$ cat src/rtl/jtu_pkg.sv
package jtu_pkg;

  localparam int HW_W      = 16;
  localparam int REG_IDX_W = 5;
  localparam int FLAG_W    = 4;
  localparam int DISP22_W  = 22;
  localparam int DISP9_W   = 9;

  // flag bit positions inside flagsIn
  localparam int FLAG_Z  = 0;
  localparam int FLAG_S  = 1;
  localparam int FLAG_OV = 2;
  localparam int FLAG_CY = 3;

  // strobes from control to datapath
  typedef struct packed {
    logic selReg;     // target from register operand
    logic selRel22;   // target from 22-bit relative displacement
    logic selRel9;    // conditional branch with 9-bit displacement
    logic condHolds;  // branch condition satisfied
    logic linkEn;     // issue link write
  } jtu_strobe_t;

endpackage

$ cat src/rtl/jtu_cond.sv
module jtu_cond
  import jtu_pkg::*;
(
  input  logic [3:0]        condCode,
  input  logic [FLAG_W-1:0] flags,
  output logic              holds
);

  logic baseVal;
  logic legalCode;

  always_comb begin
    legalCode = 1'b1;
    baseVal   = 1'b0;
    unique case (condCode[2:0])
      3'd0: baseVal = flags[FLAG_OV];
      3'd1: baseVal = flags[FLAG_CY];
      3'd2: baseVal = flags[FLAG_Z];
      3'd3: baseVal = flags[FLAG_S];
      3'd5: baseVal = 1'b1;
      default: legalCode = 1'b0;
    endcase
  end

  // bit 3 inverts the sense of the test
  assign holds = legalCode & (baseVal ^ condCode[3]);

endmodule

$ cat src/rtl/jtu_ctrl.sv
module jtu_ctrl
  import jtu_pkg::*;
(
  input  logic              clk,
  input  logic              rstN,
  input  logic [HW_W-1:0]   hw0In,
  input  logic [FLAG_W-1:0] flagsIn,
  output jtu_strobe_t       strobes
);

  localparam logic [10:0] REG_JUMP_KEY = 11'b000_0000_0011;
  localparam logic [4:0]  REL22_KEY    = 5'b11110;
  localparam logic [3:0]  REL9_KEY     = 4'b1011;

  logic isRegJump;
  logic isRel22;
  logic isRel9;
  logic destNonZero;
  logic condOk;

  assign isRegJump   = (hw0In[15:5] == REG_JUMP_KEY);
  assign isRel22     = (hw0In[10:6] == REL22_KEY);
  assign isRel9      = (hw0In[10:7] == REL9_KEY);
  assign destNonZero = (hw0In[15:11] != '0);

  jtu_cond u_cond (
    .condCode (hw0In[3:0]),
    .flags    (flagsIn),
    .holds    (condOk)
  );

  always_comb begin
    strobes           = '0;
    strobes.selReg    = isRegJump;
    strobes.selRel22  = isRel22 & ~isRegJump;
    strobes.selRel9   = isRel9 & ~isRel22 & ~isRegJump;
    strobes.condHolds = condOk;
    strobes.linkEn    = isRel22 & ~isRegJump & destNonZero;
  end


  sel_onehot_chk: assert property (@(posedge clk) disable iff (!rstN)
    $onehot0({strobes.selReg, strobes.selRel22, strobes.selRel9}));


  never_code_chk: assert property (@(posedge clk) disable iff (!rstN)
    (hw0In[2:0] == 3'd4 || hw0In[2:0] == 3'd6 || hw0In[2:0] == 3'd7) |-> !condOk);


  link_dest_chk: assert property (@(posedge clk) disable iff (!rstN)
    strobes.linkEn |-> (strobes.selRel22 && hw0In[15:11] != 5'd0));

endmodule

$ cat src/rtl/jtu_dpath.sv
module jtu_dpath
  import jtu_pkg::*;
#(
  parameter int XLEN = 32
) (
  input  logic                 clk,
  input  logic                 rstN,
  input  logic                 validIn,
  input  logic [XLEN-1:0]      pcIn,
  input  logic [HW_W-1:0]      hw0In,
  input  logic [HW_W-1:0]      hw1In,
  input  logic [XLEN-1:0]      reg1In,
  input  jtu_strobe_t          strobes,
  output logic                 validOut,
  output logic                 takenOut,
  output logic [XLEN-1:0]      targetPcOut,
  output logic                 linkWeOut,
  output logic [REG_IDX_W-1:0] linkIdxOut,
  output logic [XLEN-1:0]      linkValOut
);

  localparam int EXT22_W = XLEN - DISP22_W;
  localparam int EXT9_W  = XLEN - DISP9_W;
  localparam logic [XLEN-1:0] SEQ_STEP  = XLEN'(2);
  localparam logic [XLEN-1:0] LINK_STEP = XLEN'(4);

  logic [DISP22_W-1:0] disp22;
  logic [DISP9_W-1:0]  disp9;
  logic [XLEN-1:0]     offset;
  logic [XLEN-1:0]     relTarget;
  logic [XLEN-1:0]     seqPc;
  logic [XLEN-1:0]     linkPc;
  logic                takeRel;
  logic                takeNxt;
  logic [XLEN-1:0]     targetNxt;
  logic                unusedDpBits;

  assign unusedDpBits = ^{hw0In[10:7], hw0In[3:0], hw1In[0]};

  // scattered displacement fields, implied zero low bit
  assign disp22 = {hw0In[5:0], hw1In[15:1], 1'b0};
  assign disp9  = {hw0In[15:11], hw0In[6:4], 1'b0};

  assign offset = strobes.selRel22 ? {{EXT22_W{disp22[DISP22_W-1]}}, disp22}
                                   : {{EXT9_W{disp9[DISP9_W-1]}}, disp9};

  assign relTarget = pcIn + offset;
  assign seqPc     = pcIn + SEQ_STEP;
  assign linkPc    = pcIn + LINK_STEP;

  assign takeRel   = strobes.selRel22 | (strobes.selRel9 & strobes.condHolds);
  assign takeNxt   = strobes.selReg | takeRel;

  always_comb begin
    if (strobes.selReg)  targetNxt = reg1In;
    else if (takeRel)    targetNxt = relTarget;
    else                 targetNxt = seqPc;
  end

  always_ff @(posedge clk or negedge rstN) begin
    if (!rstN) begin
      validOut    <= 1'b0;
      takenOut    <= 1'b0;
      targetPcOut <= '0;
      linkWeOut   <= 1'b0;
      linkIdxOut  <= '0;
      linkValOut  <= '0;
    end else begin
      validOut    <= validIn;
      takenOut    <= validIn & takeNxt;
      targetPcOut <= targetNxt;
      linkWeOut   <= validIn & strobes.linkEn;
      linkIdxOut  <= hw0In[15:11];
      linkValOut  <= linkPc;
    end
  end


  idle_quiet_chk: assert property (@(posedge clk) disable iff (!rstN)
    !validOut |-> (!takenOut && !linkWeOut));


  valid_follow_chk: assert property (@(posedge clk) disable iff (!rstN)
    validIn |=> validOut);


  link_taken_chk: assert property (@(posedge clk) disable iff (!rstN)
    linkWeOut |-> (takenOut && linkIdxOut != '0));


  seq_target_chk: assert property (@(posedge clk) disable iff (!rstN)
    (validIn && !strobes.selReg && !strobes.selRel22 && !(strobes.selRel9 && strobes.condHolds))
      |=> (targetPcOut == $past(pcIn) + SEQ_STEP));

endmodule

$ cat src/rtl/jump_target_unit.sv
module jump_target_unit
  import jtu_pkg::*;
#(
  parameter int XLEN = 32
) (
  input  logic                 clk,
  input  logic                 rstN,
  input  logic                 validIn,
  input  logic [XLEN-1:0]      pcIn,
  input  logic [HW_W-1:0]      hw0In,
  input  logic [HW_W-1:0]      hw1In,
  input  logic [XLEN-1:0]      reg1In,
  input  logic [FLAG_W-1:0]    flagsIn,
  output logic                 validOut,
  output logic                 takenOut,
  output logic [XLEN-1:0]      targetPcOut,
  output logic                 linkWeOut,
  output logic [REG_IDX_W-1:0] linkIdxOut,
  output logic [XLEN-1:0]      linkValOut
);

  jtu_strobe_t strobes;

  jtu_ctrl u_ctrl (
    .clk     (clk),
    .rstN    (rstN),
    .hw0In   (hw0In),
    .flagsIn (flagsIn),
    .strobes (strobes)
  );

  jtu_dpath #(.XLEN(XLEN)) u_dpath (
    .clk         (clk),
    .rstN        (rstN),
    .validIn     (validIn),
    .pcIn        (pcIn),
    .hw0In       (hw0In),
    .hw1In       (hw1In),
    .reg1In      (reg1In),
    .strobes     (strobes),
    .validOut    (validOut),
    .takenOut    (takenOut),
    .targetPcOut (targetPcOut),
    .linkWeOut   (linkWeOut),
    .linkIdxOut  (linkIdxOut),
    .linkValOut  (linkValOut)
  );

endmodule

$ cat config.mk
export PLATFORM = sky130hd
export DESIGN_NAME = jump_target_unit
export DESIGN_NICKNAME = d
export VERILOG_FILES = /design/src/rtl/jtu_pkg.sv /design/src/rtl/jtu_cond.sv /design/src/rtl/jtu_ctrl.sv /design/src/rtl/jtu_dpath.sv /design/src/rtl/jump_target_unit.sv
export SDC_FILE = /design/constraint.sdc
export NUM_CORES = 1
export LEC_CHECK = 0
export CAP_MARGIN = 30
export CORE_MARGIN = 2
export CORE_UTILIZATION = 40
export DETAILED_ROUTE_END_ITERATION = 10
export PLACE_DENSITY = 0.73
export SLEW_MARGIN = 30
export SYNTH_ARGS = -nofsm -noshare
export SYNTH_HDL_FRONTEND = slang
export SYNTH_HIERARCHICAL = 1
export SYNTH_SLANG_ARGS = --single-unit
$ cat constraint.sdc
create_clock -name clk -period 0.8 [get_ports clk]
set_clock_uncertainty 0.15 [all_clocks]
set_input_delay 0.08 -clock clk [delete_from_list [all_inputs] [get_ports clk]]
set_output_delay 0.08 -clock clk [all_outputs]
set_load 0.005 [all_outputs]
; Yosys cells after proc, flatten, opt, wreduce, memory -nomap -nowiden
; Index checks and enable logic that the tools add are counted.
[classes]
n_mux = 5
eq_ne = 7
n_reduce_logical = 3
bitwise_logic = 13
n_addsub = 3
[op_table]
columns = op, count
row1 = 32-bit two-way mux, 3
row2 = "32-bit by 2-bit adder with 32-bit output, second input constant", 1
row3 = "32-bit by 3-bit adder with 32-bit output, second input constant", 1
row4 = 32-bit adder, 1
row5 = "11-bit by 2-bit equality test with 1-bit output, second input constant", 1
row6 = 1-bit bitwise AND, 8
row7 = "3-bit by 2-bit equality test with 1-bit output, second input constant", 2
row8 = "5-bit equality test, second input constant", 1
row9 = 1-bit one-hot mux with 5 select lines, 1
row10 = 5-bit nonzero test, 1
row11 = 5-bit OR reduction, 1
row12 = "4-bit equality test, second input constant", 1
row13 = "3-bit by 1-bit equality test with 1-bit output, second input constant", 1
row14 = "3-bit equality test, second input constant", 1
row15 = 3-bit zero test, 1
row16 = 1-bit inverter, 2
row17 = 1-bit OR, 2
row18 = 1-bit two-way mux, 1
row19 = 1-bit bitwise XOR, 1
[totals]
input_bits = 103
ff_bits = 72
out_inout_bits = 72
word_cells = 37

; Logic depth before layout (Yosys ltp)
[depth]
ltp_word = 8
ltp_mapped = 18
mapped_depth_nobuf = 16

; Hierarchy
; Netlist, hierarchy kept.
[modules_own_cells]
columns = mod, seq_area_each_um2, area_each_um2, cells_per_inst, instances
row1 = jtu_dpath, 1801.7, 4703.3, 527, 1
row2 = jtu_cond, 0.0, 72.6, 10, 1
row3 = jtu_ctrl, 0.0, 63.8, 10, 1

; Worst setup path before layout
; No wires, ideal clock.
[synth_path]
kind = input to register
start = in hw0In[1]
end = reg u_dpath.targetPcOut[24]
required_ns = 0.518
path_buffers = 2
cell_stages = 18
setup_time_ns = 0.132
setup_slack_ns = -2.447
arrival_ns = 2.965
cell_sequence = mux2i_1 > xor2_1 > o311ai_1 > buf_4 > and2_1 > clkbuf_1 > nand2_1 > o21a_1 > inv_1 > ha_1 > a211oi_2 > nor2_2 > a31oi_4 > a21oi_2 > a311oi_2 > mux2i_1 > xor2_1 > o21ai_1
[synth_via]
elab_chain_len = 8
word_cells_on_any_way = 16
classes_between = add/sub: 1 / eq/ne: 4 / mux: 5 / bitwise: 4 / reduce/logical: 2
[synth_lines]
columns = item, line_no
row1 = start: declaration, jump_target_unit.sv:10  ; input logic [HW_W-1:0] hw0In,
row2 = 3-bit equality test (tied with other cells), jtu_cond.sv:15  ; unique case (condCode[2:0])
row3 = 1-bit one-hot mux with 5 select lines / 5-bit OR reduction (equally long branches), --
row4 = 1-bit bitwise XOR / 1-bit two-way mux (equally long branches), "jtu_cond.sv:26, jtu_cond.sv:15"
row5 = 1-bit bitwise AND (*), jtu_cond.sv:26  ; assign holds = legalCode & (baseVal ^ condCode[3]);
row6 = via u_ctrl.condOk, jtu_ctrl.sv:19  ; logic condOk;
row7 = 1-bit bitwise AND (*), jtu_dpath.sv:51  ; assign takeRel = strobes.selRel22 | (strobes.selRel9 & strobes.condHolds);
row8 = 1-bit OR (*), jtu_dpath.sv:51
row9 = 32-bit two-way mux (*), jtu_dpath.sv:56  ; else if (takeRel) targetNxt = relTarget;
row10 = 32-bit two-way mux (*), jtu_dpath.sv:55  ; if (strobes.selReg) targetNxt = reg1In;
row11 = via u_dpath.targetNxt[24], jtu_dpath.sv:35  ; logic [XLEN-1:0] targetNxt;
row12 = end signal: assignment, jtu_dpath.sv:71  ; targetPcOut <= targetNxt;
row13 = end: declaration, jtu_dpath.sv:16  ; output logic [XLEN-1:0] targetPcOut,
; Mark *: on every way through the listed nets, which the timed path passes. The rest lies on a longest branch.

==> run metrics <==
I/O Pins 175; Cell Area, Synth 4840 sq um; Routed Antenna Nets 0; leakage power 4.31 nW; power share of the clock group 38.0%; largest net degree at the start of global routing 33; Reg clk slew, reported paths 0.06 ns; Routed WL 21300 um; Mean Syn Cell Area 8.85 sq um; Comb pwr share 26.6%; synth unique cells 75; hold wc startpoint hw0In[15]; Worst Tran Pin Value 0.407 ns; die area 13000 sq um; Async S/R FF share, synth 100%; fin. max-slew vios 0; Worst setup EP type flop; FF+latch count, synth 72; global-route wire length before repair 30700 um; hold slack final -0.101 ns; number of warnings issued by yosys 6; setup TNS -91.16 ns; sequential group share of total power 35.4%; CTS Sinks 72; RSZ-0062 raised after global routing true; final hold vios 14; placed insts 995; total power 11.2 mW; post-synthesis sequential area ratio 37.2%; worst hold path cell count 3; area post-placement 8080 sq um; Synthesized Nets 672; Worst VDD drop 0.856 mV; Final Setup Violations 129; Sw Ratio 27.7%; MaxCap Viol Count 0; post-placement setup slack -3.10 ns; Post-synth EDFFs 0; Syn Inst Count 547; design area 9390 sq um; CTS tree built; Vert. Die Dim 114 um; Sequential Area 1800 sq um; Int Pwr 8.07 mW; initial core utilization 40.6%; routability cong. 0.880; GRT Overall Usage 30.6%; worst setup margin -2.25 ns; Post-synth top flop dfrtp_1; drt drc 0; most frequent cells in the layout buf_4 (158), buf_2 (82), nand2_1 (79); Clock Tree Buf Depth 2; hold crit path type input port to flop; Crit Path Max Fanout 7; most common cell after layout, fill and taps aside buf_4; grt total ovfl 0; routed len/inst 19.9 um; Placeable Area 11900 sq um; post-synth top area cell dfrtp_1; outcome finished, violations left; Finished Layout Cells 1069; FILL cells 743; Req. time, crit path 0.88 ns; Starting DRT DRC Count 426; Rows 40; via count 5805; TritonRoute pass-1 iters 7; Sw Pwr 3.10 mW; number of global-route vias before repair 5908; worst setup path class input port to flop; multi-input logic area 3800 sq um; worst endpoint data arrival time 3.13 ns; failing checks negative hold slack, negative setup slack; top post-synthesis cells by area dfrtp_1 (37%), nand2_1 (7.5%), xnor2_1 (7.1%), ha_1 (5.4%), o21ai_0 (3.5%); Slew headroom 72.6%; diodes inserted 0; H-tree Lvls 3; worst setup path startpoint hw0In[1]; root cell of the clock tree clkbuf_16; NumNets Final 1042; synth-to-layout area growth 94.0%; Tmin final 3.05 ns; crit path launch type input port; PwrDens 1190 nW/um^2; Post-DP HPWL 14300 um; Util after Layout 78.8%; Achievable Freq 328 MHz; Vias/cell 5.43; initial antenna violation count 0; TritonCTS buffer count 9; IO buf count 173; share of cells above drive strength 1 52.7%; final worst-path cycle share 381%; Die X 114 um; Synth top area share 37.2%
## critical path: stages
cell	delay, ns
buf_8	0.10
mux2i_2	0.14
xor2_1	0.17
o311ai_2	0.26
and2_4	0.25
buf_4	0.14
nand2_4	0.06
o21ai_4	0.19
ha_4	0.23
buf_4	0.14
o211a_1	0.15
o31ai_4	0.07
a21oi_2	0.12
o21a_4	0.25
o21ba_4	0.20
buf_4	0.13
buf_6	0.11
nor2_4	0.13
xnor2_1	0.13
o21ai_1	0.08
## final timing paths
kind | end | slack [ns]
hold / removal | u_dpath/linkIdxOut[4] | -0.10
setup / recovery | u_dpath/targetPcOut[21] | -2.25
max in group asynchronous | u_dpath/linkValOut[0] | 0.13
min in group asynchronous | u_dpath/targetPcOut[5] | -0.04
## power by group through the flow
stage	sequential (mW)	clock (mW)	combinational (mW)
finish	3.95	4.25	2.97
global route	3.97	4.42	3.14
CTS	3.96	4.28	2.70
detailed placement	4.03	0	2.66
global placement	4.02	0	2.60
floorplan	4.05	0	0.784
## layer usage
layer / vias to the layer above / global-route usage [%] / part of all wire [%]
met2: 270 / 51.2 / 50
met1: 2808 / 40.4 / 40
met4: 0 / 11.1 / 3.4
li1: 2671 / - / -
met3: 56 / 4.36 / 6.5
met5: - / 0 / 0
## cells in the mapped netlist, drive strengths merged, types with 2 or more instances
cell and instances:
a211oi 6, a21o 3, a21oi 26, a311oi 2
a31oi 3, and2 8, and3 7, and3b 2
and4 3, buf 12, clkbuf 16, dfrtp 72
ha 21, inv 10, mux2 3, mux2i 6
nand2 99, nand2b 5, nand3 24, nand4 6
nor2 35, nor2b 6, nor3 12, nor3b 4
nor4 7, o2111ai 2, o21a 3, o21ai 48
o21bai 4, o22ai 4, o31ai 6, or3 4
or4 3, xnor2 39, xor2 17
## sequential cells by signal, summed over array words and instances, names as in the netlist
register / cells
u_dpath/linkWeOut: 1
u_dpath/targetPcOut: 32
u_dpath/linkValOut: 32
u_dpath/takenOut: 1
u_dpath/validOut: 1
u_dpath/linkIdxOut: 5
## layout make-up
class                           instances  area share, %
Clock buffer                           11           2.69
Clock inverter                          5          0.587
Inverter                               10          0.400
Multi-Input combinational cell        438           40.5
Sequential cell                        72           19.2
Tap cell                              147           1.96
Timing Repair Buffer                  386           34.6
## cells by family (layout without fill, tap and decap cells)
family / Yosys count / in the layout / synth area share (%)
muxes: 9 / 9 / 1.94
AOI/OAI and AO/OA: 121 / 121 / 17.6
adders and majority gates: 22 / 22 / 5.84
xor gates and xnor gates: 56 / 56 / 10.1
and+or+nand+nor: 229 / 230 / 23.8
buffers and inverters: 38 / 412 / 3.49
DFF: 72 / 72 / 37.2
## timing repair
action | CTS | global route
hold endpoints to repair | 87 | 15
setup endpoints to repair | 136 | 131
cloned | 2 | 0
buffers inserted | 43 | 20
resized for setup | 558 | 71
hold buffers | 3 | 1
pin swaps | 97 | 85
Note: power is estimated with default switching activity, not from simulation.
